--- src/rtl/dtx_pkg.sv ---
package dtx_pkg;

    localparam int NCH = 2;

    typedef enum logic [3:0] {
        A_CTRL  = 4'd0,
        A_CHSEL = 4'd1,
        A_LEN0  = 4'd2,
        A_LEN1  = 4'd3,
        A_DATA  = 4'd4,
        A_SEND0 = 4'd5,
        A_SEND1 = 4'd6,
        A_IEN   = 4'd7,
        A_ICLR  = 4'd8
    } reg_addr_e;

endpackage

--- src/rtl/dtx_byte_fifo.sv ---
module dtx_byte_fifo #(
    parameter int DEPTH = 16,
    localparam int PTR_W = $clog2(DEPTH),
    localparam int CNT_W = $clog2(DEPTH + 1)
) (
    input  logic             clk,
    input  logic             rst_n,
    input  logic             push,
    input  logic [31:0]      push_word,
    input  logic             pop,
    input  logic             flush,
    output logic [7:0]       head,
    output logic [CNT_W-1:0] count
);

    typedef struct packed {
        logic [DEPTH-1:0][7:0] mem;
        logic [PTR_W-1:0]      rp;
        logic [PTR_W-1:0]      wp;
        logic [CNT_W-1:0]      cnt;
    } fifo_st_t;

    fifo_st_t st_d, st_q;
    logic     room_ok;
    logic     push_ok;

    always_comb begin
        st_d    = st_q;
        room_ok = (st_q.cnt <= CNT_W'(DEPTH - 4));
        push_ok = push && room_ok;
        if (flush) begin
            st_d.rp  = '0;
            st_d.wp  = '0;
            st_d.cnt = '0;
        end else begin
            if (push_ok) begin
                for (int k = 0; k < 4; k++) begin
                    st_d.mem[st_q.wp + PTR_W'(k)] = push_word[8*k +: 8];
                end
                st_d.wp = st_q.wp + PTR_W'(4);
            end
            if (pop) begin
                st_d.rp = st_q.rp + PTR_W'(1);
            end
            st_d.cnt = st_q.cnt + (push_ok ? CNT_W'(4) : CNT_W'(0))
                                - (pop ? CNT_W'(1) : CNT_W'(0));
        end
    end

    always_ff @(posedge clk) begin
        if (!rst_n) begin
            st_q <= '0;
        end else begin
            st_q <= st_d;
        end
    end

    assign head  = st_q.mem[st_q.rp];
    assign count = st_q.cnt;

endmodule

--- src/rtl/dtx_sender.sv ---
module dtx_sender
    import dtx_pkg::*;
#(
    parameter int CNT_W = 5
) (
    input  logic                      clk,
    input  logic                      rst_n,
    input  logic [NCH-1:0]            send_req,
    input  logic [NCH-1:0][CNT_W-1:0] len,
    input  logic [NCH-1:0][CNT_W-1:0] held,
    input  logic [NCH-1:0][7:0]       head,
    input  logic                      tx_ready,
    output logic                      tx_valid,
    output logic [7:0]                tx_data,
    output logic [NCH-1:0]            pop,
    output logic [NCH-1:0]            done,
    output logic                      cur_ch
);

    typedef struct packed {
        logic             busy;
        logic             ch;
        logic [CNT_W-1:0] rem;
    } snd_st_t;

    snd_st_t          st_d, st_q;
    logic [CNT_W-1:0] eff;

    always_comb begin
        st_d = st_q;
        pop  = '0;
        done = '0;
        eff  = '0;
        if (st_q.busy) begin
            if (tx_ready) begin
                pop[st_q.ch] = 1'b1;
                st_d.rem     = st_q.rem - CNT_W'(1);
                if (st_q.rem == CNT_W'(1)) begin
                    done[st_q.ch] = 1'b1;
                    st_d.busy     = 1'b0;
                end
            end
        end else begin
            for (int c = 0; c < NCH; c++) begin
                if (send_req[c]) begin
                    eff = (len[c] < held[c]) ? len[c] : held[c];
                    if (eff != '0) begin
                        st_d.busy = 1'b1;
                        st_d.ch   = 1'(c);
                        st_d.rem  = eff;
                    end
                end
            end
        end
    end

    always_ff @(posedge clk) begin
        if (!rst_n) begin
            st_q <= '0;
        end else begin
            st_q <= st_d;
        end
    end

    assign tx_valid = st_q.busy;
    assign tx_data  = head[st_q.ch];
    assign cur_ch   = st_q.ch;

endmodule

--- src/rtl/dual_tx_fifo.sv ---
module dual_tx_fifo
    import dtx_pkg::*;
#(
    parameter int DEPTH = 16,
    localparam int CNT_W = $clog2(DEPTH + 1)
) (
    input  logic        clk,
    input  logic        rst_n,
    input  logic        wr_en,
    input  logic [3:0]  wr_addr,
    input  logic [31:0] wr_data,
    input  logic        tx_ready,
    output logic [7:0]  tx_data,
    output logic        tx_valid,
    output logic        irq
);

    typedef struct packed {
        logic                      en;
        logic                      chsel;
        logic [NCH-1:0][CNT_W-1:0] len;
        logic [NCH-1:0]            ien;
        logic [NCH-1:0]            sta;
    } top_st_t;

    top_st_t                   st_d, st_q;
    logic [NCH-1:0]            push_w;
    logic [NCH-1:0]            send_w;
    logic [NCH-1:0]            pop_w;
    logic [NCH-1:0]            done_w;
    logic [NCH-1:0][CNT_W-1:0] cnt_w;
    logic [NCH-1:0][7:0]       head_w;
    logic                      cur_ch_w;
    logic                      en_w;
    logic [NCH-1:0]            sta_w;
    logic [3:0]                len_addr;
    logic [3:0]                send_addr;

    always_comb begin
        st_d      = st_q;
        push_w    = '0;
        send_w    = '0;
        len_addr  = '0;
        send_addr = '0;
        if (wr_en) begin
            case (wr_addr)
                A_CTRL:  st_d.en    = wr_data[0];
                A_CHSEL: st_d.chsel = (wr_data < 32'd2) ? wr_data[0] : 1'b0;
                A_IEN:   st_d.ien   = wr_data[NCH-1:0];
                A_ICLR:  st_d.sta   = st_q.sta & ~wr_data[NCH-1:0];
                default: ;
            endcase
        end
        for (int c = 0; c < NCH; c++) begin
            len_addr  = (c == 0) ? A_LEN0 : A_LEN1;
            send_addr = (c == 0) ? A_SEND0 : A_SEND1;
            if (wr_en && wr_addr == len_addr) begin
                st_d.len[c] = (wr_data > 32'(DEPTH)) ? CNT_W'(DEPTH)
                                                     : wr_data[CNT_W-1:0];
            end
            push_w[c] = wr_en && (wr_addr == A_DATA) && (st_q.chsel == 1'(c));
            send_w[c] = wr_en && (wr_addr == send_addr) && wr_data[0] && st_q.en;
            if (done_w[c]) begin
                st_d.len[c] = '0;
                st_d.sta[c] = 1'b1;
            end
        end
    end

    always_ff @(posedge clk) begin
        if (!rst_n) begin
            st_q <= '0;
        end else begin
            st_q <= st_d;
        end
    end

    generate
        for (genvar g = 0; g < NCH; g++) begin : g_chan
            dtx_byte_fifo #(.DEPTH(DEPTH)) u_fifo (
                .clk       (clk),
                .rst_n     (rst_n),
                .push      (push_w[g]),
                .push_word (wr_data),
                .pop       (pop_w[g]),
                .flush     (done_w[g]),
                .head      (head_w[g]),
                .count     (cnt_w[g])
            );
        end
    endgenerate

    dtx_sender #(.CNT_W(CNT_W)) u_sender (
        .clk      (clk),
        .rst_n    (rst_n),
        .send_req (send_w),
        .len      (st_q.len),
        .held     (cnt_w),
        .head     (head_w),
        .tx_ready (tx_ready),
        .tx_valid (tx_valid),
        .tx_data  (tx_data),
        .pop      (pop_w),
        .done     (done_w),
        .cur_ch   (cur_ch_w)
    );

    assign en_w  = st_q.en;
    assign sta_w = st_q.sta;
    assign irq   = |(st_q.sta & st_q.ien);

endmodule

--- config.mk ---
export PLATFORM = sky130hd
export DESIGN_NAME = dual_tx_fifo
export DESIGN_NICKNAME = d
export VERILOG_FILES = /design/src/rtl/dtx_pkg.sv /design/src/rtl/dtx_byte_fifo.sv /design/src/rtl/dtx_sender.sv /design/src/rtl/dual_tx_fifo.sv
export SDC_FILE = /design/constraint.sdc
export NUM_CORES = 1
export LEC_CHECK = 0
export BUFFER_PORTS_ARGS = -buffer_cell sky130_fd_sc_hd__buf_4
export CAP_MARGIN = 20
export CORE_MARGIN = 3
export CORE_UTILIZATION = 67
export DETAILED_ROUTE_END_ITERATION = 12
export PLACE_DENSITY = 0.85
export RECOVER_POWER = 100
export SETUP_SLACK_MARGIN = 0.02
export SLEW_MARGIN = 20
export SYNTH_ARGS = -nofsm -noshare
export SYNTH_HDL_FRONTEND = slang
export SYNTH_HIERARCHICAL = 1
export SYNTH_SLANG_ARGS = --single-unit
--- constraint.sdc ---
create_clock -name clk -period 3.6 [get_ports clk]
set_input_delay 0.72 -clock clk [delete_from_list [all_inputs] [get_ports clk]]
set_output_delay 0.72 -clock clk [all_outputs]
set_load 0.02 [all_outputs]
; ---- Yosys cells after proc, flatten, opt, wreduce, memory -nomap -nowiden
; Cells that the tools add are included.
[totals]
register_bits = 305
in_bits = 40
out_inout_bits = 10
elab_cells = 203
[classes]
add_sub_neg = 15
magnitude_cmp = 26
eq_ne = 10
mux = 58
bitwise_logic = 7
reduce_logical = 39
[op_table]
columns = op, n
row1 = bitwise mux 128 bit, 8
row2 = demux 8 bit (select 4 bit), 8
row3 = two-way mux 8 bit, 12
row4 = binary-select mux 8 bit (select 4 bit), 2
row5 = less-than comparator 4 x 5 -> 1 bit (second input constant), 10
row6 = >= comparator 4 x 1 -> 1 bit (second input constant), 8
row7 = greater-than comparator 32 x 5 -> 1 bit (second input constant), 1
row8 = less-than comparator 32 x 2 -> 1 bit (second input constant), 1
row9 = two-way mux 7 bit, 4
row10 = two-way mux 5 bit, 5
row11 = logical AND 1 bit, 22
row12 = adder 4 x 1 -> 4 bit (second input constant), 4
row13 = adder 4 x 2 -> 4 bit (second input constant), 4
row14 = == test 4 x 3 -> 1 bit (second input constant), 4
row15 = two-way mux 2 bit, 7
row16 = AND reduction 2 bit, 7
row17 = adder 5 bit, 2
row18 = <= comparator 5 x 4 -> 1 bit (second input constant), 2
row19 = less-than comparator 5 bit, 2
row20 = nonzero test 5 bit, 2
row21 = subtractor 5 bit, 2
row22 = two-way mux 1 bit, 9
row23 = adder 4 x 3 -> 4 bit (second input constant), 2
row24 = == test 4 x 2 -> 1 bit (second input constant), 2
row25 = 15 further kinds, 25

; ---- Depth between registers and ports, before layout
[depth]
word_depth = 9
depth_mapped = 12

; ---- By module
; The synthesis kept the hierarchy.
[by_module_without_submodules]
columns = module, n_inst, cells_each, area_each_um2, seq_area_each_um2
row1 = dtx_byte_fifo at g_chan[0].u_fifo, 1, 589, 6307.3, 2782.7
row2 = dtx_byte_fifo at g_chan[1].u_fifo, 1, 589, 6288.5, 2782.7
row3 = dtx_sender, 1, 137, 1061.0, 140.1
row4 = dual_tx_fifo, 1, 97, 820.8, 320.3

; ---- Worst setup path after synthesis
; Ideal clock, no wire load.
[synth_timing]
path_type = input-to-reg
start = input port wr_addr[3]
end = register g_chan[1].u_fifo.st_q, in the netlist g_chan[1].u_fifo/count[4]
setup_time_ns = 0.123
arrival_time_ns = 2.527
setup_slack_ns = 0.950
path_stages = 11
path_buffers = 0
path_cell_list = and3b_1 -> and3_1 -> nor2b_1 -> o21ai_0 -> ha_1 -> inv_1 -> ha_1 -> a21o_1 -> a21oi_1 -> xor2_1 -> nor2_1
[synth_via]
elab_chain_len = 7
[synth_lines]
columns = item, line
row1 = from (decl), dual_tx_fifo.sv:10  ; input logic [3:0] wr_addr,
row2 = == test 4 x 3 -> 1 bit, dual_tx_fifo.sv:61  ; push_w[c] = wr_en && (wr_addr == A_DATA) && (st_q.chsel == 1'(c));
row3 = logical AND 1 bit (2 in series), dual_tx_fifo.sv:61
row4 = via push_w[1], dual_tx_fifo.sv:27  ; logic [NCH-1:0] push_w;
row5 = logical AND 1 bit, dtx_byte_fifo.sv:30  ; push_ok = push && room_ok;
row6 = two-way mux 3 bit, dtx_byte_fifo.sv:45  ; st_d.cnt = st_q.cnt + (push_ok ? CNT_W'(4) : CNT_W'(0))
row7 = adder 5 bit, dtx_byte_fifo.sv:45
row8 = subtractor 5 bit, dtx_byte_fifo.sv:46  ; - (pop ? CNT_W'(1) : CNT_W'(0));
row9 = to (signal assigned), dtx_byte_fifo.sv:54  ; st_q <= st_d;
row10 = to (decl), dtx_byte_fifo.sv:23  ; fifo_st_t st_d, st_q;
; The timed path passes the listed nets, and every way through them passes these cells.
; A chain may end at the register's enable or synchronous reset.

==> impl_metrics.toml <==
[status]
status = "finished with violations"
violations = "capacitance limit, slew limit"

[die]
initial_core_util = 0.684
io_pins = 50
die_w_um = 153
core_um2 = 21200
fp.dieArea_um2 = 23400
placementRows = 53
die_height_um = 153

[grt]
grt-ovfl-total = 0
grt_pass1_vias = 10800
gr-max-usage-layer = "met2"
track_usage = 0.285
grtUsageMet1 = 0.366
grt_pass1_wl_um = 54800
antenna_found_initial = 1
grt_start_max_net_pins = 129
grtUsageMet3 = 0.0561
use_met2 = 0.485

[detailed_routing]
routed_wl_um = 34100
wire_per_inst_um = 19.9
antenna_left = 0
drt_first_iter_violations = 851
drtPass1Iterations = 7
vias = 10700
drc = 0
via_per_inst = 6.23

[synthesis]
seq_area_frac_synth = 0.416
syn_nets = 1486
synth_cell_types = 65
ys_warn_count = 6
async_flop_share = 0
syn_area_um2 = 14500
ys_ff_latch = 301
synth_edf_count = 0
syn_inst = 1412
syn_area_per_cell_um2 = 10.3
synth_ff_type = "dfxtp_1"

[timing]
post-route-period-util = 0.957
max_slew.worst_pin.slew_ps = 2150
finalClockSkew_ps = 18.1
rsz0062_at_grt = "no"
maxClockFrequency_ghz = 0.290
hold_viol_final = 0
period_needed_ps = 3450
hold_slack_ps = 459
slew_violations = 129
finalSetupTns_ps = 0
setup_viol = 0
relSlewSlack = -0.430

[clocking]
cts_root_buf = "clkbuf_16"
clk_pin_slew_ps = 60
cts_buffers = 30
cts_tree = "built"
cts.htree.levels = 1
ctsHoldBuffers = 0
cts_setup_buffers = 0
insertion_delay_ps = 570
clkSinkCount = 301
clockBufferDepth = 3

[pwr]
p_leak_nw = 7.61
p_per_area_nw_per_um2 = 445
p_total_mw = 7.04
peakVddDrop_uv = 478

[final_layout]
drive_above_1_share = 0.126
fin_nets = 1485
regArea_um2 = 6030
final_common_cell = "nand2_1"
fillers = 1412
area_growth_pct = 9.32
mostFrequentLayoutCells = "nand2_1 (368), dfxtp_1 (299), mux2i_1 (267), buf_4 (50), mux4_2 (40)"
fin_util = 0.748
multi_input_area_um2 = 7660

[worst_hold_path]
whs_endpoint = "g_chan[0].u_fifo/st_q[22]$_SDFFE_PN0P_"
min_path_type = "flop to flop"
holdPathStages = 2
hold_start = "g_chan[0].u_fifo/st_q[22]$_SDFFE_PN0P_"

[critical_path]
endpoint_kind = "output port"
critPathMaxFanout = 24
critPathSlowestCell = "mux4_1"
path_cells = "buf_12 > mux4_1 > a22oi_1 > nand2_1 > mux2_1 > buf_4"
cp_top_family = "multiplexers"
critPathKind = "flop to output port"
critPathLaunchType = "flop"
r2r_start = "u_sender/tx_valid$_SDFF_PN0_"
rrSetupSlack_ps = 280
rr_worst_depth = 9
arrival_ps = 2730
required_ps = 2880
r2r-end = "g_chan[0].u_fifo/st_q[55]$_SDFFE_PN0P_"
crit_buf_inv = 2
critical-path-max-stage-delay_ps = 570

[placed_design]
hpwl_um = 22500
routabilityCongestion = 0.921
io_buffers = 49

[run]
cap_violations = 1
## per-layer routing
layer  wire length (um)  up-vias
li1                   -     4956
met1              13900     5174
met2              16400      426
met3               2470      107
met4               1270        2
met5                 15        -
## logic make-up after synthesis
kind of cell               count (synthesis)  synth area share
and+or+nand+nor                          476             0.138
AOI/OAI and AO/OA                        105            0.0543
adders and majority gates                 34            0.0304
xor gates and xnor gates                  15           0.00907
buffers and inverters                    139            0.0533
muxes                                    342             0.299
DFF                                      301             0.416
## cells in the mapped netlist, types with 4 or more instances
cell      count  area share
ha_1         32       0.028
mux2_2       10      0.0078
a22o_1        4      0.0024
a21oi_1       6      0.0021
and3_1        6      0.0026
a22oi_1      32       0.017
nor2b_1      12      0.0052
buf_4        38       0.020
buf_2         7      0.0024
buf_6         6      0.0047
mux4_1       22       0.040
nor2_1       33      0.0086
a31oi_1       5      0.0022
mux2i_1     267        0.18
xor2_1        7      0.0042
buf_1         4      0.0010
a21boi_0      4      0.0021
nand2_1     367       0.095
dfxtp_1     301        0.42
clkbuf_1     40       0.010
nand4_1      12      0.0052
xnor2_1       8      0.0048
o22ai_1      12      0.0052
nor4_1        8      0.0035
o21ai_0      16      0.0055
nand2_2       8      0.0035
mux4_2       40       0.062
nor3_1        4      0.0014
nand2b_1      4      0.0017
inv_1        36      0.0093
nand3_1       4      0.0014
## worst min-delay path: stages (launching register included)
cell and delay [ps]:
dfxtp_1 310, nand2_1 50, mux2i_1 50
## state kept, by name, summed over array words and instances (netlist names)
| register | count |
|---|---|
| g_chan.u_fifo/st_q | 268 |
| st_q | 13 |
| g_chan.u_fifo/count | 10 |
| u_sender/st_q | 5 |
| sta_w | 2 |
| en_w | 1 |
| u_sender/cur_ch | 1 |
| u_sender/tx_valid | 1 |
## repair_timing
item | 4_1_cts | 5_1_grt
endpoints found under the setup margin | 0 | 6
endpoints found under the hold margin | 0 | 0
gates resized for setup | 0 | 1
## how the worst max path moves through the flow
stage | from | to | slack [ps] | depth (start not counted)
after floorplan | wr_addr[3] | g_chan[1].u_fifo/count[4]$_SDFF_PP0_ | 950 | 11
after global placement | wr_addr[3] | g_chan[0].u_fifo/count[4]$_SDFF_PP0_ | 580 | 13
after detailed placement | wr_addr[3] | g_chan[0].u_fifo/count[4]$_SDFF_PP0_ | 550 | 13
after CTS | g_chan[1].u_fifo/st_q[9]$_SDFFE_PP0P_ | tx_data[1] | 80 | 6
after global routing | g_chan[1].u_fifo/st_q[9]$_SDFFE_PP0P_ | tx_data[3] | 40 | 6
final | g_chan[1].u_fifo/st_q[9]$_SDFFE_PP0P_ | tx_data[3] | 150 | 6
## final cells by class
class,instances,share of cell area
sequential,301,0.381
tap,275,0.0217
clock inverter,17,0.0157
timing repair buffer,69,0.0367
antenna,1,0.000158
inverter,37,0.00878
multi-input combinational,972,0.484
clock buffer,39,0.0521
## power breakdown
group | internal (mW) | switching, mW | total (mW)
clock | 1.98 | 1.34 | 3.33
sequential | 3.34 | 0.0143 | 3.36
combinational | 0.114 | 0.243 | 0.356
## through the flow
step                setup WS [ps]  instances  cell area, um^2
CTS                          79.5       1710            16000
detailed placement            550       1654            14900
global route                 43.1       1710            15800
floorplan                     950       1412            14500
finish                        155       1711            15800
global placement              580       1654            14900
No activity file was read; power rests on OpenSTA's default activity.
